$ cat src/rtl/sramgate_pkg.sv
package sramgate_pkg;

    typedef enum logic [1:0] {
        ST_LOCKOUT = 2'd0,
        ST_ACTIVE  = 2'd1,
        ST_FAIL    = 2'd2
    } gate_state_t;

    localparam int NUM_LANES = 2;
    localparam int LANE_LO   = 0;
    localparam int LANE_HI   = 1;

endpackage

$ cat src/rtl/sramgate_tick_counter.sv
module sramgate_tick_counter #(
    parameter int LIMIT = 250
) (
    input  logic clk,
    input  logic rst_n,
    input  logic clear,
    input  logic count_en,
    input  logic tick,
    output logic done
);
    localparam int CW = (LIMIT < 2) ? 1 : $clog2(LIMIT);
    localparam logic [CW-1:0] LAST = CW'(LIMIT - 1);

    logic [CW-1:0] cnt_q;

    // The limit-th tick while counting completes the interval
    assign done = count_en && tick && (cnt_q == LAST);

    always_ff @(posedge clk or negedge rst_n) begin
        if (!rst_n) begin
            cnt_q <= '0;
        end else if (clear) begin
            cnt_q <= '0;
        end else if (count_en && tick) begin
            if (cnt_q == LAST) begin
                cnt_q <= '0;
            end else begin
                cnt_q <= cnt_q + 1'b1;
            end
        end
    end

endmodule

$ cat src/rtl/sramgate_lock_fsm.sv
module sramgate_lock_fsm
    import sramgate_pkg::*;
#(
    parameter int LOCK_TICKS = 250
) (
    input  logic clk,
    input  logic rst_n,
    input  logic power_fail,
    input  logic ms_tick,
    output logic access_en,
    output logic on_battery
);
    gate_state_t state_q, state_d;
    logic        cnt_clear;
    logic        cnt_run;
    logic        lock_done;

    sramgate_tick_counter #(
        .LIMIT (LOCK_TICKS)
    ) u_cnt (
        .clk      (clk),
        .rst_n    (rst_n),
        .clear    (cnt_clear),
        .count_en (cnt_run),
        .tick     (ms_tick),
        .done     (lock_done)
    );

    // Counting only happens in lockout; any other state holds it at zero
    assign cnt_run   = (state_q == ST_LOCKOUT) && !power_fail;
    assign cnt_clear = (state_q != ST_LOCKOUT) || power_fail;

    // State register
    always_ff @(posedge clk or negedge rst_n) begin
        if (!rst_n) begin
            state_q <= ST_LOCKOUT;
        end else begin
            state_q <= state_d;
        end
    end

    // Next state: PF_ENTER, PF_EXIT, LOCK_DONE
    always_comb begin
        state_d = state_q;
        if (power_fail) begin
            state_d = ST_FAIL;
        end else begin
            unique case (state_q)
                ST_FAIL:    state_d = ST_LOCKOUT;
                ST_LOCKOUT: state_d = lock_done ? ST_ACTIVE : ST_LOCKOUT;
                ST_ACTIVE:  state_d = ST_ACTIVE;
                default:    state_d = ST_LOCKOUT;
            endcase
        end
    end

    // Outputs decoded from the state register
    always_comb begin
        access_en  = 1'b0;
        on_battery = 1'b0;
        unique case (state_q)
            ST_ACTIVE:  access_en  = 1'b1;
            ST_FAIL:    on_battery = 1'b1;
            ST_LOCKOUT: access_en  = 1'b0;
            default:    access_en  = 1'b0;
        endcase
    end

endmodule

$ cat src/rtl/sramgate_lane_decode.sv
module sramgate_lane_decode
    import sramgate_pkg::*;
(
    input  logic                 grant,
    input  logic                 ce_in_n,
    input  logic [NUM_LANES-1:0] lane_en_n,
    output logic [NUM_LANES-1:0] lane_ce_n
);
    logic sel;

    assign sel = grant && !ce_in_n;

    for (genvar g = 0; g < NUM_LANES; g++) begin : g_lane
        assign lane_ce_n[g] = !(sel && !lane_en_n[g]);
    end

endmodule

$ cat src/rtl/sram_ce_gate.sv
module sram_ce_gate
    import sramgate_pkg::*;
#(
    parameter int LOCK_TICKS = 250
) (
    input  logic clk,
    input  logic rst_n,
    input  logic power_fail,
    input  logic ms_tick,
    input  logic ce_in_n,
    input  logic bhe_n,
    input  logic ble_n,
    output logic ceol_n,
    output logic ceoh_n,
    output logic supply_sel,
    output logic access_allowed
);
    logic                 access_en;
    logic                 on_battery;
    logic                 grant;
    logic [NUM_LANES-1:0] en_n;
    logic [NUM_LANES-1:0] ce_n;

    sramgate_lock_fsm #(
        .LOCK_TICKS (LOCK_TICKS)
    ) u_fsm (
        .clk        (clk),
        .rst_n      (rst_n),
        .power_fail (power_fail),
        .ms_tick    (ms_tick),
        .access_en  (access_en),
        .on_battery (on_battery)
    );

    // Power fail blocks the RAM at once, before the state register follows
    assign grant = access_en && !power_fail;

    assign en_n[LANE_LO] = ble_n;
    assign en_n[LANE_HI] = bhe_n;

    sramgate_lane_decode u_dec (
        .grant     (grant),
        .ce_in_n   (ce_in_n),
        .lane_en_n (en_n),
        .lane_ce_n (ce_n)
    );

    assign ceol_n         = ce_n[LANE_LO];
    assign ceoh_n         = ce_n[LANE_HI];
    assign supply_sel     = on_battery;
    assign access_allowed = access_en;

endmodule

$ cat config.mk
export PLATFORM = sky130hd
export DESIGN_NAME = sram_ce_gate
export DESIGN_NICKNAME = d
export VERILOG_FILES = /design/src/rtl/sramgate_pkg.sv /design/src/rtl/sramgate_tick_counter.sv /design/src/rtl/sramgate_lock_fsm.sv /design/src/rtl/sramgate_lane_decode.sv /design/src/rtl/sram_ce_gate.sv
export SDC_FILE = /design/constraint.sdc
export NUM_CORES = 1
export LEC_CHECK = 0
export ABC_AREA = 0
export CAP_MARGIN = 20
export CELL_PAD_IN_SITES_DETAIL_PLACEMENT = 0
export CELL_PAD_IN_SITES_GLOBAL_PLACEMENT = 1
export CORE_MARGIN = 8
export CORE_UTILIZATION = 41
export CTS_BUF_LIST = sky130_fd_sc_hd__clkbuf_8
export DETAILED_ROUTE_END_ITERATION = 8
export HOLD_SLACK_MARGIN = 0.06
export PLACE_DENSITY_LB_ADDON = 0.1
export SYNTH_ARGS = -nofsm -noshare
export SYNTH_HDL_FRONTEND = slang
export SYNTH_SLANG_ARGS = --single-unit
$ cat constraint.sdc
create_clock -name clk -period 1.98 [get_ports clk]
set_clock_uncertainty 0.1 [all_clocks]
set_input_delay 0.297 -clock clk [delete_from_list [all_inputs] [get_ports clk]]
set_output_delay 0.297 -clock clk [all_outputs]
set_load 0.005 [all_outputs]
Word-level counts from Yosys, hierarchy flattened. Cells that the tools add are included.

Flip-flop bits (word level): 10. Bits of input ports: 7. Output and inout bits: 4. Word-level logic and storage cells: 31.

Add/sub/neg operators: 1. Eq/ne operators: 3. Multiplexer cells: 8. Reductions and logical operators: 17.

Operators with widths (count): 8-bit two-way mux (3); 8-bit by 1-bit adder with 8-bit output (second input constant) (1); 8-bit equality test (second input constant) (1); 1-bit logical AND (7); 1-bit logical NOT (6); 2-bit one-hot mux with 2 select lines (1); 2-bit nonzero test (2); 1-bit two-way mux (3); 2-bit by 1-bit equality test with 1-bit output (second input constant) (1); 2-bit equality test (second input constant) (1); 2-bit logical NOT (1); 2-bit two-way mux (1); 1-bit logical OR (1).

Longest topological paths before layout. Gate-level depths: netlist of run 1.

Depth after elaboration: 7. Mapped depth: 7. Depth with buffers taken out: 6.

Cells and area by module. From an unflattened synthesis of run 1, not the netlist that was laid out.

Cells, all modules: 68. Area total of the unflattened synthesis: 653.1 um^2.

Modules (own cells, without submodules): sramgate_tick_counter (instances 1, cells each 57, area an instance 533.0 um^2, seq. area each 200.2 um^2); sramgate_lock_fsm (instances 1, cells each 8, area an instance 88.8 um^2, seq. area each 50.0 um^2); sramgate_lane_decode (instances 1, cells each 2, area an instance 17.5 um^2, seq. area each 0.0 um^2); sram_ce_gate (instances 1, cells each 1, area an instance 13.8 um^2, seq. area each 0.0 um^2).

Worst setup path after synthesis of run 1. No wires, ideal clock.

Path type: reg2reg. Start: register u_fsm.u_cnt.cnt_q[1]. End: register u_fsm.u_cnt.cnt_q[5]. Library setup time: 0.118 ns. Arrival time: 1.313 ns. Data required time: 1.762 ns. Slack: 0.449 ns. Cell stages (with the launch flop): 8. Buffers on the path: 1. Clock period less this slack: 1.531 ns. Cells stage by stage: dfrtp_1 inv_1 ha_1 nand2_1 o41ai_4 buf_6 o21ai_2 a21o_1.

Word-level cells in the longest chain between the ends: 4. Elaborated cells on any way between the ends: 5. Those cells by class: 1 x add/sub; 1 x eq/ne; 3 x mux.

RTL lines: start: declaration (RTL line sramgate_tick_counter.sv:14) `logic [CW-1:0] cnt_q;`; start signal: assignment (RTL line sramgate_tick_counter.sv:28) `cnt_q <= cnt_q + 1'b1;`; 8-bit by 1-bit adder with 8-bit output / 8-bit equality test (equally long branches) (RTL line sramgate_tick_counter.sv:28, sramgate_tick_counter.sv:25); 8-bit two-way mux (*) (RTL line sramgate_tick_counter.sv:25) `if (cnt_q == LAST) begin`; 8-bit two-way mux (*) (RTL line sramgate_tick_counter.sv:24) `end else if (count_en && tick) begin`; 8-bit two-way mux (*) (RTL line sramgate_tick_counter.sv:22) `end else if (clear) begin`.

Mark *: on every way between the ends. The rest lies on a longest branch, timed or not. The select of a mux whose other input is x is not followed. A chain may end at the register's enable or synchronous reset.

Worst setup path after layout of run 1.
Start: register u_fsm.state_q[1]. End: output port access_allowed.

Word-level cells in the longest chain between the ends: 2.

RTL lines: start: declaration (RTL line sramgate_lock_fsm.sv:13) `gate_state_t state_q, state_d;`; start signal: assignment (RTL line sramgate_lock_fsm.sv:38) `state_q <= state_d;`; 2-bit by 1-bit equality test with 1-bit output (RTL line sramgate_lock_fsm.sv:61) `unique case (state_q)`; 1-bit two-way mux (RTL line sramgate_lock_fsm.sv:61); end: declaration (RTL line sram_ce_gate.sv:16) `output logic access_allowed`.

No other way between the ends.

==> impl_metrics.py, run 1 <==
metrics = {
    "clock_tree": {
        "hold_buffers": 0,
        "root_buffer": "clkbuf_8",
        "clk_latency_ns": 0.24,
        "cts_tree": "yes",
        "clkTransAtPathRegs_ns": 0.05,
        "cts_buffers": 3,
        "cts_sinks": 10,
        "ctsHtreeMaxLevel": 1,
        "clockBufferDepth": 2,
    },
    "timing": {
        "hold_viol_final": 0,
        "rsz0062_at_grt": "false",
        "min_period_ns": 1.89,
        "setup_viol": 0,
        "drv_slew": 0,
        "tightest_slew_ns": 0.486,
        "fmax_mhz": 530,
        "maxSlewHeadroom_pct": 67.5,
        "fin_crit_sh_pct": 95.2,
        "worst_slack_ns": 0.0945,
        "holdWs_ns": 0.291,
        "fin_tns_setup_ns": 0,
    },
    "die": {
        "core-area_sq_um": 1330,
        "num_io_pins": 11,
        "start_util_pct": 44.7,
        "placementRows": 13,
        "die-height_microns": 54.1,
        "die_x_microns": 54.1,
        "die-area_sq_um": 2930,
    },
    "setup_path": {
        "regToRegEndpoint": "u_fsm.u_cnt.cnt_q[3]",
        "start_kind": "flip-flop",
        "critPathArrivalTime_ns": 1.49,
        "rr_startpoint": "u_fsm.u_cnt.cnt_q[1]",
        "path_cells": "buf_4 -> and2b_1 -> clkdlybuf4s50_1",
        "cp.buffers_inverters": 2,
        "worst_setup_path_end_kind": "output pin",
        "r2r_setup_slack_ns": 0.23,
        "cp_slowest_stage_delay_ns": 0.50,
        "crit_fanout": 5,
        "critPathSlowestCell": "clkdlybuf4s50_1",
        "r2r_cells": 8,
        "critical_path_class": "reg -> out",
        "cp_top_family": "buffers and inverters",
        "cp.required_ns": 1.58,
    },
    "logic_synthesis": {
        "yosys_warnings": 0,
        "ys_seq_area_share_pct": 42.0,
        "synth_cell_type_count": 26,
        "synth_area_leaders": "dfrtp_1, a21o_1, o41ai_4, o21ai_2, ha_1",
        "synthAdderAreaFrac_pct": 4.20,
        "synth_top_area_share_pct": 42.0,
        "synth_cells": 55,
        "yosys-mux-area-fraction_pct": 1.68,
        "synth.largest_area_cell": "dfrtp_1",
        "post_synth_xor_area_fraction_pct": 0,
        "synth-simple-area-share_pct": 27.1,
        "syn_nets": 64,
        "postSynthAreaPerCell_sq_um": 10.8,
        "synth_compound_area_share_pct": 21.2,
        "ys_ff_latch": 10,
        "syn_area_sq_um": 596,
        "synth_top_family_by_area": "simple AND/OR/NAND/NOR gates",
    },
    "run": {
        "maxCapViolCount": 0,
    },
    "cells_and_area": {
        "antenna_cells": 0,
        "final_nets": 87,
        "stdcell_count": 92,
        "final_cell_mix": "buf_4, dfrtp_1, clkdlybuf4s50_1",
        "fillCellCount": 127,
        "drive_above_1_share_pct": 26.0,
        "postLayoutCellArea_sq_um": 848,
        "syn2layout_area_growth_pct": 42.4,
    },
    "power_and_ir_drop": {
        "leakage_nw": 0.414,
        "vdd_drop_max_mv": 0.533,
        "powerDensity_nw_per_um2": 610,
    },
    "drt": {
        "drcViolationCount": 0,
        "postRouteAntennaNets": 0,
        "routed_wl_mm": 1.29,
        "vias": 490,
        "viasPerCell": 5.33,
        "dr.pass1.iters": 2,
        "wire_per_inst_microns": 14.0,
        "drt_iter0_drc": 9,
    },
    "place": {
        "placed_cells": 86,
        "pre_cts_ws_ns": -0.0653,
        "post_dp_cell_area_sq_um": 756,
        "place_hpwl_microns": 963,
        "port-buffer-count": 10,
        "globalplace.congestion": 0.705,
    },
    "global_route": {
        "grt_pass1_wl_mm": 2.12,
        "grt_pass1_vias": 492,
        "grt_overflow": 0,
        "grt_max_degree": 14,
        "antenna_found_initial": 0,
        "grt_usage_pct": 10.3,
    },
    "run_status": {
        "status": "finished, final reports clean",
    },
    "min_path": {
        "hp-class": "in -> async",
    },
}
## layout make-up
type	count	area [sq um]	share of cell area, %
tap	15	18.8	2.21
clock buffer	4	55.1	6.49
inverter	1	3.75	0.442
timing repair buffer	20	183	21.5
sequential	10	250	29.5
multi-input combinational	42	338	39.8
## report_power, final
part / internal, mW / leakage [nW] / switching [mW]
logic: 0.0291 / 0.249 / 0.0225
registers: 0.207 / 0.137 / 0.00209
clock network: 0.175 / 0.0288 / 0.0818
total: 0.411 / 0.414 / 0.106
## registers in the layout (all words and copies together) (netlist names)
| register | count |
|---|---|
| u_fsm.state_q | 2 |
| u_fsm.u_cnt.cnt_q | 8 |
## cells by family (layout without fill, tap and decap cells)
kind of cell / Yosys count / in the layout
and+or+nand+nor: 24 / 24
adders and majority gates: 2 / 2
DFF: 10 / 10
buffers and inverters: 3 / 25
muxes: 1 / 1
AOI/OAI and AO/OA: 15 / 15
## routing by layer
layer,wire (microns),GRT usage [%],up-vias
met3,75,5.23,2
met5,0,0,-
met4,21,6.15,0
met2,570,15.8,13
li1,-,-,251
met1,620,11.1,224
## stage by stage
step / power [mW] / utilization [%]
finish: 0.518 / 63.6
global route: 0.543 / 63.6
CTS: 0.521 / 61.3
detailed placement: 0.261 / 56.7
global placement: 0.260 / 56.7
floorplan: 0.234 / -
## worst max path at each step
stage,start,endpoint,slack [ns],cells after the start
finish,u_fsm.state_q[1],access_allowed,0.09,3
global route,u_fsm.state_q[1],access_allowed,0.04,3
CTS,power_fail,ceol_n,0.007,4
detailed placement,power_fail,ceol_n,-0.07,4
global placement,power_fail,ceoh_n,-0.07,4
floorplan,u_fsm.u_cnt.cnt_q[1],u_fsm.u_cnt.cnt_q[5],0.45,7
## repair_timing
action | in CTS | in global routing
gates resized for setup | 1 | 4
pin swaps | 1 | 2
buffers inserted | 0 | 2
setup endpoints to repair | 2 | 5
## synth_stat cells
cell type,count
a21o_1,5
a21oi_1,1
a22o_1,1
and2b_1,1
and3_1,3
buf_6,1
clkbuf_4,1
dfrtp_1,10
ha_1,2
inv_1,1
mux2i_1,1
nand2_1,3
nand2b_1,2
nand3_1,1
nor2_1,1
nor2b_1,2
nor3_1,3
nor3b_1,3
nor4_1,2
nor4b_1,1
nor4b_4,1
o21ai_0,3
o21ai_2,3
o22ai_1,1
o41ai_4,1
or4_1,1
Note: power is estimated with default switching activity, not from simulation.
==> inputs of run 2 (changes only) <==
- CAP_MARGIN: 20 -> default
- SKIP_LAST_GASP: default -> 1
- SLEW_MARGIN: default -> 20
==> results of run 2 <==
Same layout as run 1: the final DEF is identical, and so are final timing and power.
==> inputs of run 3 (changes only) <==
- GPL_TIMING_DRIVEN: default -> 0
- SLEW_MARGIN: 20 -> default
==> impl_metrics.py, run 3 (synthesis results as in run 1) <==
metrics = {
    "run_status": {
        "status": "finished, final reports clean",
    },
    "die": {
        "die_x_microns": 54.1,
        "placementRows": 13,
        "start_util_pct": 44.7,
        "core-area_sq_um": 1330,
        "num_io_pins": 11,
        "die-area_sq_um": 2930,
        "die-height_microns": 54.1,
    },
    "timing": {
        "fmax_mhz": 525,
        "min_period_ns": 1.90,
        "holdWs_ns": 0.280,
        "rsz0062_at_grt": "false",
        "fin_crit_sh_pct": 96.2,
        "tightest_slew_ns": 0.457,
        "fin_tns_setup_ns": 0,
        "worst_slack_ns": 0.0751,
        "drv_slew": 0,
        "maxSlewHeadroom_pct": 69.4,
        "setup_viol": 0,
        "hold_viol_final": 0,
    },
    "place": {
        "pre_cts_ws_ns": -0.225,
        "port-buffer-count": 10,
        "globalplace.congestion": 0.720,
        "placed_cells": 80,
        "place_hpwl_microns": 892,
    },
    "cells_and_area": {
        "multi_input_area_sq_um": 338,
        "stdcell_count": 85,
        "final_cell_mix": "dfrtp_1, clkdlybuf4s50_1, a21o_1",
        "largest_reg_flops": 8,
        "final_common_cell": "dfrtp_1",
        "final_core_util_pct": 59.5,
        "syn2layout_area_growth_pct": 33.2,
        "final_nets": 80,
        "drive_above_1_share_pct": 20.0,
        "fillCellCount": 121,
        "antenna_cells": 0,
        "regMostFlops": "u_fsm.u_cnt.cnt_q",
        "largestRegisters": "u_fsm.u_cnt.cnt_q x8, u_fsm.state_q x2",
        "register_area_sq_um": 251,
    },
    "setup_path": {
        "critPathArrivalTime_ns": 1.51,
        "critPathSlowestCell": "clkdlybuf4s50_1",
        "cp_slowest_stage_delay_ns": 0.50,
        "cp.required_ns": 1.58,
        "critical_path_class": "reg -> out",
        "cp_top_family": "buffers and inverters",
        "crit_fanout": 5,
        "cp.buffers_inverters": 2,
        "worst_setup_path_end_kind": "output pin",
        "start_kind": "flip-flop",
        "path_cells": "buf_4 -> and2b_1 -> clkdlybuf4s50_1",
    },
    "clock_tree": {
        "clk_latency_ns": 0.23,
        "clockBufferDepth": 2,
        "root_buffer": "clkbuf_8",
        "cts_tree": "yes",
        "clkTransAtPathRegs_ns": 0.05,
        "hold_buffers": 0,
        "cts_buffers": 3,
        "ctsHtreeMaxLevel": 1,
        "cts_sinks": 10,
    },
    "drt": {
        "vias": 480,
        "dr.pass1.iters": 4,
        "drt_iter0_drc": 10,
        "routed_wl_mm": 1.20,
        "wire_per_inst_microns": 14.1,
        "postRouteAntennaNets": 0,
        "drcViolationCount": 0,
        "viasPerCell": 5.65,
    },
    "global_route": {
        "grt_usage_pct": 9.81,
        "grt_overflow": 0,
        "grt_max_degree": 11,
        "grt_pass1_wl_mm": 2.15,
        "antenna_found_initial": 0,
        "grt_pass1_vias": 515,
    },
    "power_and_ir_drop": {
        "powerDensity_nw_per_um2": 646,
        "vdd_drop_max_mv": 0.409,
        "leakage_nw": 0.370,
    },
    "run": {
        "maxCapViolCount": 0,
    },
    "min_path": {
        "hp-class": "in -> async",
    },
}
[run 3: worst paths after layout]
kind                       slack [ns]                    to  depth (start not counted)            startpoint
max in group asynchronous        1.16      u_fsm.state_q[1]                          1                 rst_n
min reg2reg                      0.42      u_fsm.state_q[0]                          1      u_fsm.state_q[1]
min                              0.28  u_fsm.u_cnt.cnt_q[4]                          1                 rst_n
max reg2reg                      0.28  u_fsm.u_cnt.cnt_q[3]                          7  u_fsm.u_cnt.cnt_q[1]
max                              0.08        access_allowed                          3      u_fsm.state_q[1]
min in group clk                 0.36      u_fsm.state_q[1]                          1            power_fail
[run 3: worst register-to-register path, stage by stage, from the launching register on]
cell     delay [ns]
dfrtp_1        0.40
inv_1          0.09
ha_1           0.16
nand2_1        0.09
o41ai_4        0.31
buf_6          0.21
o21ai_2        0.06
a21o_1         0.17
[run 3: routing by layer]
| layer | global-route usage (%) | part of all wire, % | routed length, microns |
|---|---|---|---|
| met1 | 11.7 | 48 | 574 |
| met2 | 15.3 | 45 | 545 |
| met3 | 4.41 | 5.7 | 68 |
| met4 | 3.69 | 0.83 | 10 |
| met5 | 0 | 0 | 0 |
[run 3: layout make-up]
cell class,count,area share [%]
buffer,2,2.37
clock buffer,4,6.94
inverter,1,0.473
multi-input combinational,42,42.6
sequential,10,31.7
tap,15,2.37
timing repair buffer,11,13.6
[run 3: per-stage QoR]
step                      total power, mW  area (sq um)
final                               0.512           793
after global routing                0.537           793
after CTS                           0.513           773
after detailed placement            0.257           714
after global placement              0.256           714
after floorplan                     0.234           596
[run 3: timing repair]
item | CTS | global route
gates resized for setup | 3 | 3
setup endpoints to repair | 2 | 1
setup buffers | 0 | 1
pin swaps | 1 | 1
[run 3: report_power, final]
part,internal (mW),switching [mW],leakage (nW)
Sequential,0.207,0.00364,0.136
Clock,0.175,0.0811,0.0288
Combinational,0.0252,0.0203,0.206
